## config.mk

```make
export PLATFORM = sky130hd
export DESIGN_NAME = i2c10_slave_rx
export DESIGN_NICKNAME = d
export VERILOG_FILES = /design/src/rtl/i2c10_slave_rx.sv
export SDC_FILE = /design/constraint.sdc
export NUM_CORES = 1
export LEC_CHECK = 0
export ABC_AREA = 1
export BUFFER_PORTS_ARGS = -buffer_cell sky130_fd_sc_hd__buf_2
export CAP_MARGIN = 30
export CELL_PAD_IN_SITES_DETAIL_PLACEMENT = 2
export CELL_PAD_IN_SITES_GLOBAL_PLACEMENT = 2
export CORE_UTILIZATION = 35
export DETAILED_ROUTE_END_ITERATION = 10
export PLACE_DENSITY_LB_ADDON = 0.1
export SLEW_MARGIN = 15
export SYNTH_ARGS = -nofsm -noshare
export SYNTH_HDL_FRONTEND = slang
export SYNTH_SLANG_ARGS = --single-unit
```

## constraint.sdc

```tcl
create_clock -name clk -period 2.6 [get_ports clk]
set_input_delay 0.52 -clock clk [delete_from_list [all_inputs] [get_ports clk]]
set_output_delay 0.52 -clock clk [all_outputs]
set_load 0.005 [all_outputs]
```

## src/rtl/i2c10_slave_rx.sv

```systemverilog
module i2c10_slave_rx #(
  parameter int DW = 8,
  parameter int AW = 10
) (
  input  logic          clk,
  input  logic          rst_n,
  input  logic          scl_in,
  input  logic          sda_in,
  output logic          scl_oe,
  output logic          sda_oe,
  input  logic [1:0]    reg_sel,
  input  logic          reg_wr,
  input  logic          reg_rd,
  input  logic [DW-1:0] reg_wdata,
  output logic [DW-1:0] reg_rdata,
  output logic          irq
);
  localparam int HI = AW - DW;
  localparam int BW = $clog2(DW);

  typedef enum logic [1:0] {S_IDLE, S_HDR, S_LOW, S_DATA} stage_t;

  logic [1:0]    scl_sy, sda_sy;
  logic          scl_p, sda_p;
  stage_t        stage;
  logic [BW-1:0] bitcnt;
  logic [DW-1:0] shreg, data_q;
  logic          byte_done, in_ack, sda_drv, scl_hold, addressed;
  logic          addr_hit, rx_full, stop_hit, irq_en, nak_req;
  logic [AW-1:0] own;

  wire scl_s = scl_sy[1];
  wire sda_s = sda_sy[1];
  wire scl_rise = scl_s & ~scl_p;
  wire scl_fall = ~scl_s & scl_p;
  wire start_c = scl_s & scl_p & sda_p & ~sda_s;
  wire stop_c  = scl_s & scl_p & ~sda_p & sda_s;

  wire rd_stat = reg_rd && reg_sel == 2'd0;
  wire rd_data = reg_rd && reg_sel == 2'd1;
  wire hdr_ok = shreg[DW-1:HI+1] == 5'b11110 && shreg[HI:1] == own[AW-1:DW] && !shreg[0];
  wire low_ok = shreg == own[DW-1:0];

  assign sda_oe = sda_drv;
  assign scl_oe = scl_hold;
  assign irq = irq_en & (addr_hit | rx_full | stop_hit);

  always_comb begin
    case (reg_sel)
      2'd0:    reg_rdata = {{(DW-3){1'b0}}, stop_hit, rx_full, addr_hit};
      2'd1:    reg_rdata = data_q;
      2'd2:    reg_rdata = {{(DW-HI-2){1'b0}}, own[AW-1:DW], nak_req, irq_en};
      default: reg_rdata = own[DW-1:0];
    endcase
  end

  always_ff @(posedge clk) begin
    if (!rst_n) begin
      scl_sy <= 2'b11;  sda_sy <= 2'b11;
      scl_p <= 1'b1;    sda_p <= 1'b1;
      stage <= S_IDLE;  bitcnt <= '0;
      shreg <= '0;      data_q <= '0;
      byte_done <= 1'b0; in_ack <= 1'b0;
      sda_drv <= 1'b0;  scl_hold <= 1'b0;
      addressed <= 1'b0; addr_hit <= 1'b0;
      rx_full <= 1'b0;  stop_hit <= 1'b0;
      irq_en <= 1'b0;   nak_req <= 1'b0;
      own <= '0;
    end else begin
      scl_sy <= {scl_sy[0], scl_in};
      sda_sy <= {sda_sy[0], sda_in};
      scl_p <= scl_s;
      sda_p <= sda_s;

      if (rd_stat) begin
        addr_hit <= 1'b0;
        stop_hit <= 1'b0;
      end
      if (rd_data) rx_full <= 1'b0;
      if (!rx_full) scl_hold <= 1'b0;
      if (reg_wr && reg_sel == 2'd2) begin
        irq_en <= reg_wdata[0];
        nak_req <= reg_wdata[1];
        own[AW-1:DW] <= reg_wdata[HI+1:2];
      end
      if (reg_wr && reg_sel == 2'd3) own[DW-1:0] <= reg_wdata;

      if (start_c || stop_c) begin
        if (addressed) stop_hit <= 1'b1;
        addressed <= 1'b0;
        sda_drv <= 1'b0;
        scl_hold <= 1'b0;
        in_ack <= 1'b0;
        byte_done <= 1'b0;
        bitcnt <= '0;
        stage <= start_c ? S_HDR : S_IDLE;
      end else if (stage != S_IDLE) begin
        if (scl_rise && !in_ack) begin
          shreg <= {shreg[DW-2:0], sda_s};
          bitcnt <= bitcnt + 1'b1;
          if (bitcnt == BW'(DW-1)) byte_done <= 1'b1;
        end else if (scl_fall && byte_done) begin
          byte_done <= 1'b0;
          case (stage)
            S_HDR:
              if (hdr_ok) begin
                in_ack <= 1'b1; sda_drv <= 1'b1; stage <= S_LOW;
              end else stage <= S_IDLE;
            S_LOW:
              if (low_ok) begin
                in_ack <= 1'b1; sda_drv <= 1'b1;
                addr_hit <= 1'b1; addressed <= 1'b1; stage <= S_DATA;
              end else stage <= S_IDLE;
            default: begin
              in_ack <= 1'b1;
              data_q <= shreg;
              rx_full <= 1'b1;
              sda_drv <= !nak_req;
              nak_req <= 1'b0;
            end
          endcase
        end else if (scl_fall && in_ack) begin
          in_ack <= 1'b0;
          sda_drv <= 1'b0;
          bitcnt <= '0;
          if (stage == S_DATA && rx_full) scl_hold <= 1'b1;
        end
      end
    end
  end
endmodule

```

==> impl_metrics.toml, run 1 <==
[global_routing]
grt_pass1_wl_mm = 10.5
grt.total_usage_pct = 21.8
antenna_found_initial = 0
grt.overflow.total = 0
grt_max_degree = 31
grt_pass1_vias = 2120

[die]
die_x_um = 80.2
core_um2 = 5920
die_h_um = 80.2
die_area_um2 = 6430
initial_core_util_pct = 36.2
io_pins = 27
rows = 28

[placement]
dp_hpwl_mm = 4.65
place_inst = 384
gp_congestion = 0.758
portBuffers = 26

[setup_path]
crit_arrival_ns = 1.55
path_max_fanout = 7
critPathLaunch = "reg_sel[0]"
cp.required_ns = 2.08
r2r-start = "stage[0]"
reg2reg_slack_ns = 0.78
r2r-end = "data_q[6]"
timing_worst_setup_path_type = "in -> out"
cp-start-kind = "input pin"
rr_worst_depth = 8
crit_path_end_kind = "output pin"

[clocking]
cts_resized = 0
htreeDepth = 2
cts_root_buf = "clkbuf_8"
clk_latency_ns = 0.30
clock-sinks = 47
post_cts_buffers = 0
cts.path.max_buffers = 2
cts_tree = "yes"
cts.clk_slew.worst_paths_ns = 0.08
cts_buffers = 5
ctsHoldBuffers = 0

[routing]
wl_mm = 6.37
drt_pre_antenna_iters = 4
drcViolationCount = 0
num_vias = 2011
drt-initial-drc-count = 63
wl_per_cell_um = 16.3
viasPerCell = 5.13
postRouteAntennaNets = 0

[timing]
relSlewSlack_pct = 55.2
clock.fmax_mhz = 484
rsz0062_at_grt = "false"
slew_violations = 0
fin_crit_sh_pct = 79.4
setup_tns_ns = 0
worstMarginPinSlew_ns = 0.670
final-hold-violation-count = 0
setup_viol = 0
skew_ns = 0.00920
period_minus_slack_ns = 2.07

[synthesis]
ys_top_cells_by_area = "dfxtp_1 44%, a21oi_1 8.9%, nand2_1 8.2%"
ys_ff_latch = 47
ys_seq_area_share_pct = 44.0
synth_top_area_share_pct = 44.0
synth-edff-count = 0
yosys.cell_types.count = 33
syn-num-nets = 309
yosys_warnings = 0
synth_flop_cell = "dfxtp_1"
netlist_instances = 287
async_flop_share_pct = 0
synth.largest_area_cell = "dfxtp_1"
synth_common_cells = "47 x dfxtp_1, 47 x nand2_1, 44 x inv_1, 38 x a21oi_1, 32 x o21ai_0"
netlist_area_um2 = 2140
syn_avg_cell_area_um2 = 7.46

[hold_path]
min_path_cells = 2
hp-class = "in -> reg"
hold_start = "scl_in"
whs_endpoint = "scl_sy[0]"

[finish]
fin_nets = 338
antenna_cells = 0
drive_above_1_share_pct = 15.5
fillers = 706
syn_to_final_growth_pct = 14.2
final_cells = 392

[power]
power.leakage_uw = 0.00107
p_per_area_nw_per_um2 = 552
vdd_drop_max_mv = 0.218

[run_status]
status = "finished clean"

[run]
cap_violations = 0
-- stage by stage --
step                      hold slack, ns  instance area (um2)  power [uW]  utilization (%)  setup slack (ns)
final                              0.410                 2440        1350             41.3             0.535
after global routing               0.404                 2440        1420             41.3             0.432
after CTS                          0.401                 2440        1370             41.3             0.545
after detailed placement           0.405                 2340         880             39.6             0.548
after global placement             0.396                 2340         875             39.6             0.635
after floorplan                    0.393                 2140         832                -              1.03
-- sequential cells by signal (all words and copies together) (netlist names), 2 cells and up --
register  cells
scl_sy        2
data_q        8
stage         2
own          10
shreg         8
bitcnt        3
sda_sy        2
-- cell type report --
type	instances	area, um2	area share [%]
multi-input cells	188	992	40.6
flip-flops and latches	47	941	38.5
inverters	46	173	7.06
repair buffers	28	145	5.94
clock buffers	8	100	4.09
well taps	75	93.8	3.84
-- kinds of logic after synthesis --
kind of cell               count (synthesis)  share of synthesized area (%)
and+or+nand+nor                           91                           19.4
AOI/OAI and AO/OA                         87                           21.8
buffers and inverters                     52                           9.70
DFF                                       47                           44.0
adders and majority gates                  6                           3.51
xor gates and xnor gates                   4                           1.64
-- metal layers --
metal	wire length (um)	vias to the layer above	track usage [%]
met5	0	-	0
met4	77	0	5.89
met3	147	6	3.75
met2	3110	28	37.6
met1	3040	984	27.7
li1	-	993	-
-- how the worst max path moves through the flow --
stage                        end  slack, ns  depth (start not counted)
floorplan           reg_rdata[1]       1.03                          6
global placement    reg_rdata[2]       0.64                          8
detailed placement  reg_rdata[2]       0.55                          8
CTS                 reg_rdata[2]       0.54                          8
global route        reg_rdata[2]       0.43                          8
finish              reg_rdata[2]       0.53                          8
-- where the power goes --
group / internal (uW) / switching [uW] / total (uW)
Combinational: 40.1 / 77.9 / 118
Sequential: 735 / 9.94 / 745
Clock: 243 / 244 / 487
Total: 1020 / 332 / 1350
-- placed cells by master (no fill, tap or decap), types with 2 or more instances in the layout --
| cell | Yosys | routed |
|---|---|---|
| a31oi_1 | 2 | 2 |
| nand3_1 | 7 | 7 |
| nand4_1 | 2 | 2 |
| o21ai_1 | 2 | 2 |
| dfxtp_1 | 47 | 47 |
| nand2_1 | 47 | 47 |
| buf_2 | 0 | 26 |
| ha_1 | 6 | 6 |
| inv_1 | 44 | 44 |
| buf_4 | 1 | 2 |
| xnor2_1 | 3 | 3 |
| nor2_1 | 20 | 20 |
| inv_2 | 2 | 2 |
| o22ai_1 | 7 | 7 |
| clkbuf_8 | 0 | 7 |
| or2_2 | 4 | 4 |
| nor2_4 | 2 | 2 |
| a21oi_1 | 38 | 38 |
| nor3_1 | 4 | 4 |
| o21ai_0 | 32 | 32 |
-- worst max-delay path: stages --
cell     delay [ns]
buf_2          0.12
inv_1          0.09
nor2_1         0.07
inv_1          0.25
o22ai_1        0.13
a21oi_1        0.14
o21ai_0        0.09
buf_2          0.14
Power figures use the tool's default switching activity.
==> run 2: changes to the inputs <==
CORE_UTILIZATION = 29   (was 35)
clock period = 1.74 ns   (was 2.6 ns; I/O delays follow)
==> run 2 against run 1 <==
Against the previous run:
- combinational power is 60% higher
- clock-buffer cell count is 2 lower
- clock power is 39% higher
- largest cell class unchanged
==> impl_metrics.toml, run 2 (synthesis gave the netlist of run 1 again) <==
[clocking]
clock-sinks = 47
cts_tree = "yes"
cts_buffers = 5
cts_root_buf = "clkbuf_8"
post_cts_buffers = 0
cts.clk_slew.worst_paths_ns = 0.10
htreeDepth = 2
cts.path.max_buffers = 2
ctsHoldBuffers = 0
cts_resized = 0
clk_latency_ns = 0.31

[placement]
dp_hpwl_mm = 5.00
gp_congestion = 0.776
post-place-ws_ns = 0.141
portBuffers = 26

[routing]
wl_per_cell_um = 15.0
postRouteAntennaNets = 0
drt_pre_antenna_iters = 4
num_vias = 2008
drcViolationCount = 0
viasPerCell = 4.75
drt-initial-drc-count = 54
wl_mm = 6.33

[finish]
fin_nets = 348
antenna_cells = 0
top_register = "own"
fillers = 838
syn_to_final_growth_pct = 18.2
regArea_um2 = 941
multi_input_area_um2 = 992
final_cell_mix = "47 x nand2_1, 47 x dfxtp_1, 44 x inv_1, 38 x a21oi_1, 32 x o21ai_0"
largest_register_ff_count = 10
reg.largest.list = "own: 10 flops, data_q: 8 flops, shreg: 8 flops"
drive_above_1_share_pct = 18.0

[die]
core_um2 = 6940
die_area_um2 = 7730
io_pins = 27
die_h_um = 87.9
initial_core_util_pct = 30.8
die_x_um = 87.9
rows = 30

[run]
cap_violations = 0

[setup_path]
rr_worst_depth = 9
path_max_fanout = 3
cp-start-kind = "flip-flop"
crit_family = "simple AND/OR/NAND/NOR gates"
reg2reg_slack_ns = 0.14
path_cells = "inv_1 -> ha_1 -> inv_1 -> nand3_1 -> nor2_1 -> nor2_1 -> inv_1 -> o21ai_0 -> nor2_1"
cp.required_ns = 1.94
crit_buf_inv = 3
critPathMaxStageDelay_ns = 0.34
r2r-start = "stage[1]"
timing_worst_setup_path_type = "reg -> reg"
crit_path_end_kind = "flip-flop"
r2r-end = "bitcnt[1]"
crit_arrival_ns = 1.80
slowest_stage = "dfxtp_1"

[global_routing]
antenna_found_initial = 0
grt_pass1_vias = 2021
grt.total_usage_pct = 17.6
grt_max_degree = 31
grt.overflow.total = 0
grt_pass1_wl_mm = 10.2

[timing]
clock.fmax_mhz = 624
final-hold-violation-count = 0
slew_violations = 0
setup_tns_ns = 0
fin_crit_sh_pct = 92.2
skew_ns = 0.0105
relSlewSlack_pct = 73.8
period_minus_slack_ns = 1.60
rsz0062_at_grt = "false"
setup_viol = 0
fin_ws_ns = 0.136
worstMarginPinSlew_ns = 0.388

[power]
power.leakage_uw = 0.00111
p_per_area_nw_per_um2 = 782
vdd_drop_max_mv = 0.308

[run_status]
status = "finished clean"

[hold_path]
hp-class = "in -> reg"
min_path_cells = 2
hold_start = "sda_in"
whs_endpoint = "sda_sy[0]"
[run 2: cell types whose count changed in the layout (fill, tap and decap cells not counted)]
cell	delta
buf_4	+10
clkinvlp_4	+1
clkinv_2	+1
clkbuf_8	-2
[run 2: worst max path at each step]
stage          startpoint      endpoint  slack [ns]  cells past startpoint
2_1_floorplan    stage[1]     bitcnt[1]        0.37                      9
3_3_place_gp   reg_sel[0]  reg_rdata[2]        0.21                      8
3_5_place_dp     stage[1]     data_q[5]        0.14                      8
4_1_cts          stage[1]     bitcnt[1]        0.12                      9
5_1_grt          stage[1]     data_q[7]        0.03                      8
6_report         stage[1]     bitcnt[1]        0.14                      9
[run 2: through the flow]
| step | cells | total power (uW) | instance area [um2] | hold WS [ns] | util (%) |
|---|---|---|---|---|---|
| after floorplan | 287 | 1240 | 2140 | 0.393 | - |
| after CTS | 423 | 2010 | 2530 | 0.223 | 36.5 |
| after global routing | 423 | 2080 | 2530 | 0.224 | 36.5 |
| after detailed placement | 415 | 1330 | 2450 | 0.415 | 35.2 |
| final | 423 | 1980 | 2530 | 0.232 | 36.5 |
| after global placement | 415 | 1320 | 2450 | 0.395 | 35.2 |
[run 2: per-layer routing]
layer	routed length, um	GRT usage [%]	up-vias
met1	3240	23.6	964
met3	149	3.11	5
met2	2890	29.2	28
li1	-	-	1011
met4	58	4.02	0
met5	0	0	-
[run 2: final cells by class]
| class | count | area share [%] |
|---|---|---|
| clock buffers | 6 | 2.87 |
| clock inverters | 2 | 0.494 |
| inverters | 46 | 6.82 |
| multi-input cells | 188 | 39.2 |
| flip-flops and latches | 47 | 37.2 |
| well taps | 96 | 4.75 |
| repair buffers | 38 | 8.70 |
[run 2: power by group]
part / internal (uW) / switching, uW / leakage (uW) / total [uW]
registers: 1100 / 13.6 / 0.000381 / 1110
clock network: 282 / 395 / 0.0000412 / 678
logic: 71.6 / 117 / 0.000691 / 189
==> run 3: changes to the inputs <==
--- a/config.mk
+++ b/config.mk
@@ -12,2 +12,3 @@
 export CELL_PAD_IN_SITES_GLOBAL_PLACEMENT = 2
+export CORE_MARGIN = 3
 export CORE_UTILIZATION = 29
--- a/constraint.sdc
+++ b/constraint.sdc
@@ -3,2 +3,2 @@
 set_output_delay 0.348 -clock clk [all_outputs]
-set_load 0.005 [all_outputs]
+set_load 0.05 [all_outputs]
==> run 3 against run 2 <==
Against the previous run:
- flip-flop and latch count unchanged
- combinational power increased by 12%
- maximum frequency decreased by 1.6%
- via count about the same
- core utilization about the same
- power decreased by 1.2%
- largest power group unchanged
- sequential power about the same
- highest routed layer unchanged
- register-to-register slack improved by 0.06 ns
- clock skew decreased by 0.0027 ns
- first-iteration DRC count decreased by 26%
==> impl_metrics.toml, run 3 (synthesis gave the netlist of run 1 again) <==
[setup_path]
timing_worst_setup_path_type = "in -> out"
crit_arrival_ns = 1.28
cp.required_ns = 1.39
cp-start-kind = "input pin"
path_max_fanout = 4
crit_path_end_kind = "output pin"

[clocking]
clk_latency_ns = 0.30
cts_root_buf = "clkbuf_8"
cts_buffers = 5
clock-sinks = 47
post_cts_buffers = 0
cts.clk_slew.worst_paths_ns = 0.08
ctsHoldBuffers = 0
cts_resized = 0
cts_tree = "yes"
htreeDepth = 2
cts.path.max_buffers = 2

[placement]
portBuffers = 26
dp_hpwl_mm = 4.80
gp_congestion = 0.760
place_area_um2 = 2440

[power]
p_switching_uw = 509
vdd_drop_max_mv = 0.246
p_per_area_nw_per_um2 = 767
p_clk_share_pct = 32.3
power.leakage_uw = 0.00110
p_int_uw = 1440
swShare_pct = 26.1
comb_power_share_pct = 10.9
seqPwrFrac_pct = 56.9

[timing]
relSlewSlack_pct = 69.1
period_minus_slack_ns = 1.63
setup_tns_ns = 0
rsz0062_at_grt = "false"
worstMarginPinSlew_ns = 0.459
slew_violations = 0
final-hold-violation-count = 0
setup_viol = 0
fin_crit_sh_pct = 93.7
skew_ns = 0.00777
clock.fmax_mhz = 614

[finish]
reg.largest.list = "own: 10 flops, data_q: 8 flops, shreg: 8 flops"
design_area_um2 = 2550
final_cell_mix = "47 x nand2_1, 47 x dfxtp_1, 43 x inv_1, 38 x a21oi_1, 32 x o21ai_0"
syn_to_final_growth_pct = 18.9
antenna_cells = 0
largest_register_ff_count = 10
drive_above_1_share_pct = 18.5
fin_nets = 347
top_register = "own"

[routing]
wl_mm = 6.19
wl_per_cell_um = 14.7
drt_pre_antenna_iters = 4
drt-initial-drc-count = 40
num_vias = 2006
viasPerCell = 4.78
drcViolationCount = 0
postRouteAntennaNets = 0

[hold_path]
hp-class = "in -> reg"

[die]
initial_core_util_pct = 30.7
rows = 30
die_area_um2 = 8450
die_h_um = 91.9
io_pins = 27
core_um2 = 6980
die_x_um = 91.9

[global_routing]
grt.total_usage_pct = 15.7
grt.overflow.total = 0
grt_pass1_vias = 2088
grt_max_degree = 31
grt_pass1_wl_mm = 10.5
antenna_found_initial = 0

[run]
cap_violations = 0

[run_status]
status = "finished clean"
-- run 3: layout make-up --
type / count / area [um2]
Tap cell: 96 / 120
Multi-Input combinational cell: 188 / 1010
Clock buffer: 6 / 72.6
Fill cell: 877 / 4440
Sequential cell: 47 / 941
Timing Repair Buffer: 37 / 230
Inverter: 46 / 173
-- run 3: metrics by stage --
| stage | instances | hold WS (ns) | total power (uW) | util [%] | worst slack (ns) |
|---|---|---|---|---|---|
| 2_1_floorplan | 287 | 0.393 | 1260 | - | -0.189 |
| 3_5_place_dp | 414 | 0.402 | 1350 | 34.9 | 0.0463 |
| 4_1_cts | 420 | 0.221 | 1980 | 36.0 | 0.0357 |
| 3_3_place_gp | 414 | 0.395 | 1340 | 34.9 | 0.118 |
| 5_1_grt | 420 | 0.231 | 2060 | 36.5 | 0.00687 |
| 6_report | 420 | 0.235 | 1950 | 36.5 | 0.110 |
-- run 3: critical path, stage by stage --
cell and delay, ns:
buf_2 0.12, inv_1 0.10, nand2_1 0.13, o22ai_1 0.19, a21oi_1 0.06, o21ai_0 0.08
clkbuf_4 0.25
-- run 3: path summary, 6_finish.rpt --
check	from	end	slack, ns	cells past startpoint
max	reg_sel[0]	reg_rdata[0]	0.11	7
min	scl_in	scl_sy[0]	0.23	2
max reg2reg	stage[0]	stage[0]	0.20	6
min reg2reg	sda_sy[0]	sda_sy[1]	0.42	1
-- run 3: metal layers --
metal	up-vias	global-route usage [%]	routed length, um
li1	1011	-	-
met1	963	21.5	3090
met2	28	25.3	2870
met3	4	2.63	173
met4	0	4.46	59
met5	-	0	0
-- run 3: power groups by stage --
stage               Combinational [uW]  Sequential (uW)  Clock (uW)
floorplan                          126             1130           0
global placement                   205             1140           0
detailed placement                 209             1140           0
CTS                                211             1110         661
global route                       243             1120         706
finish                             212             1110         631
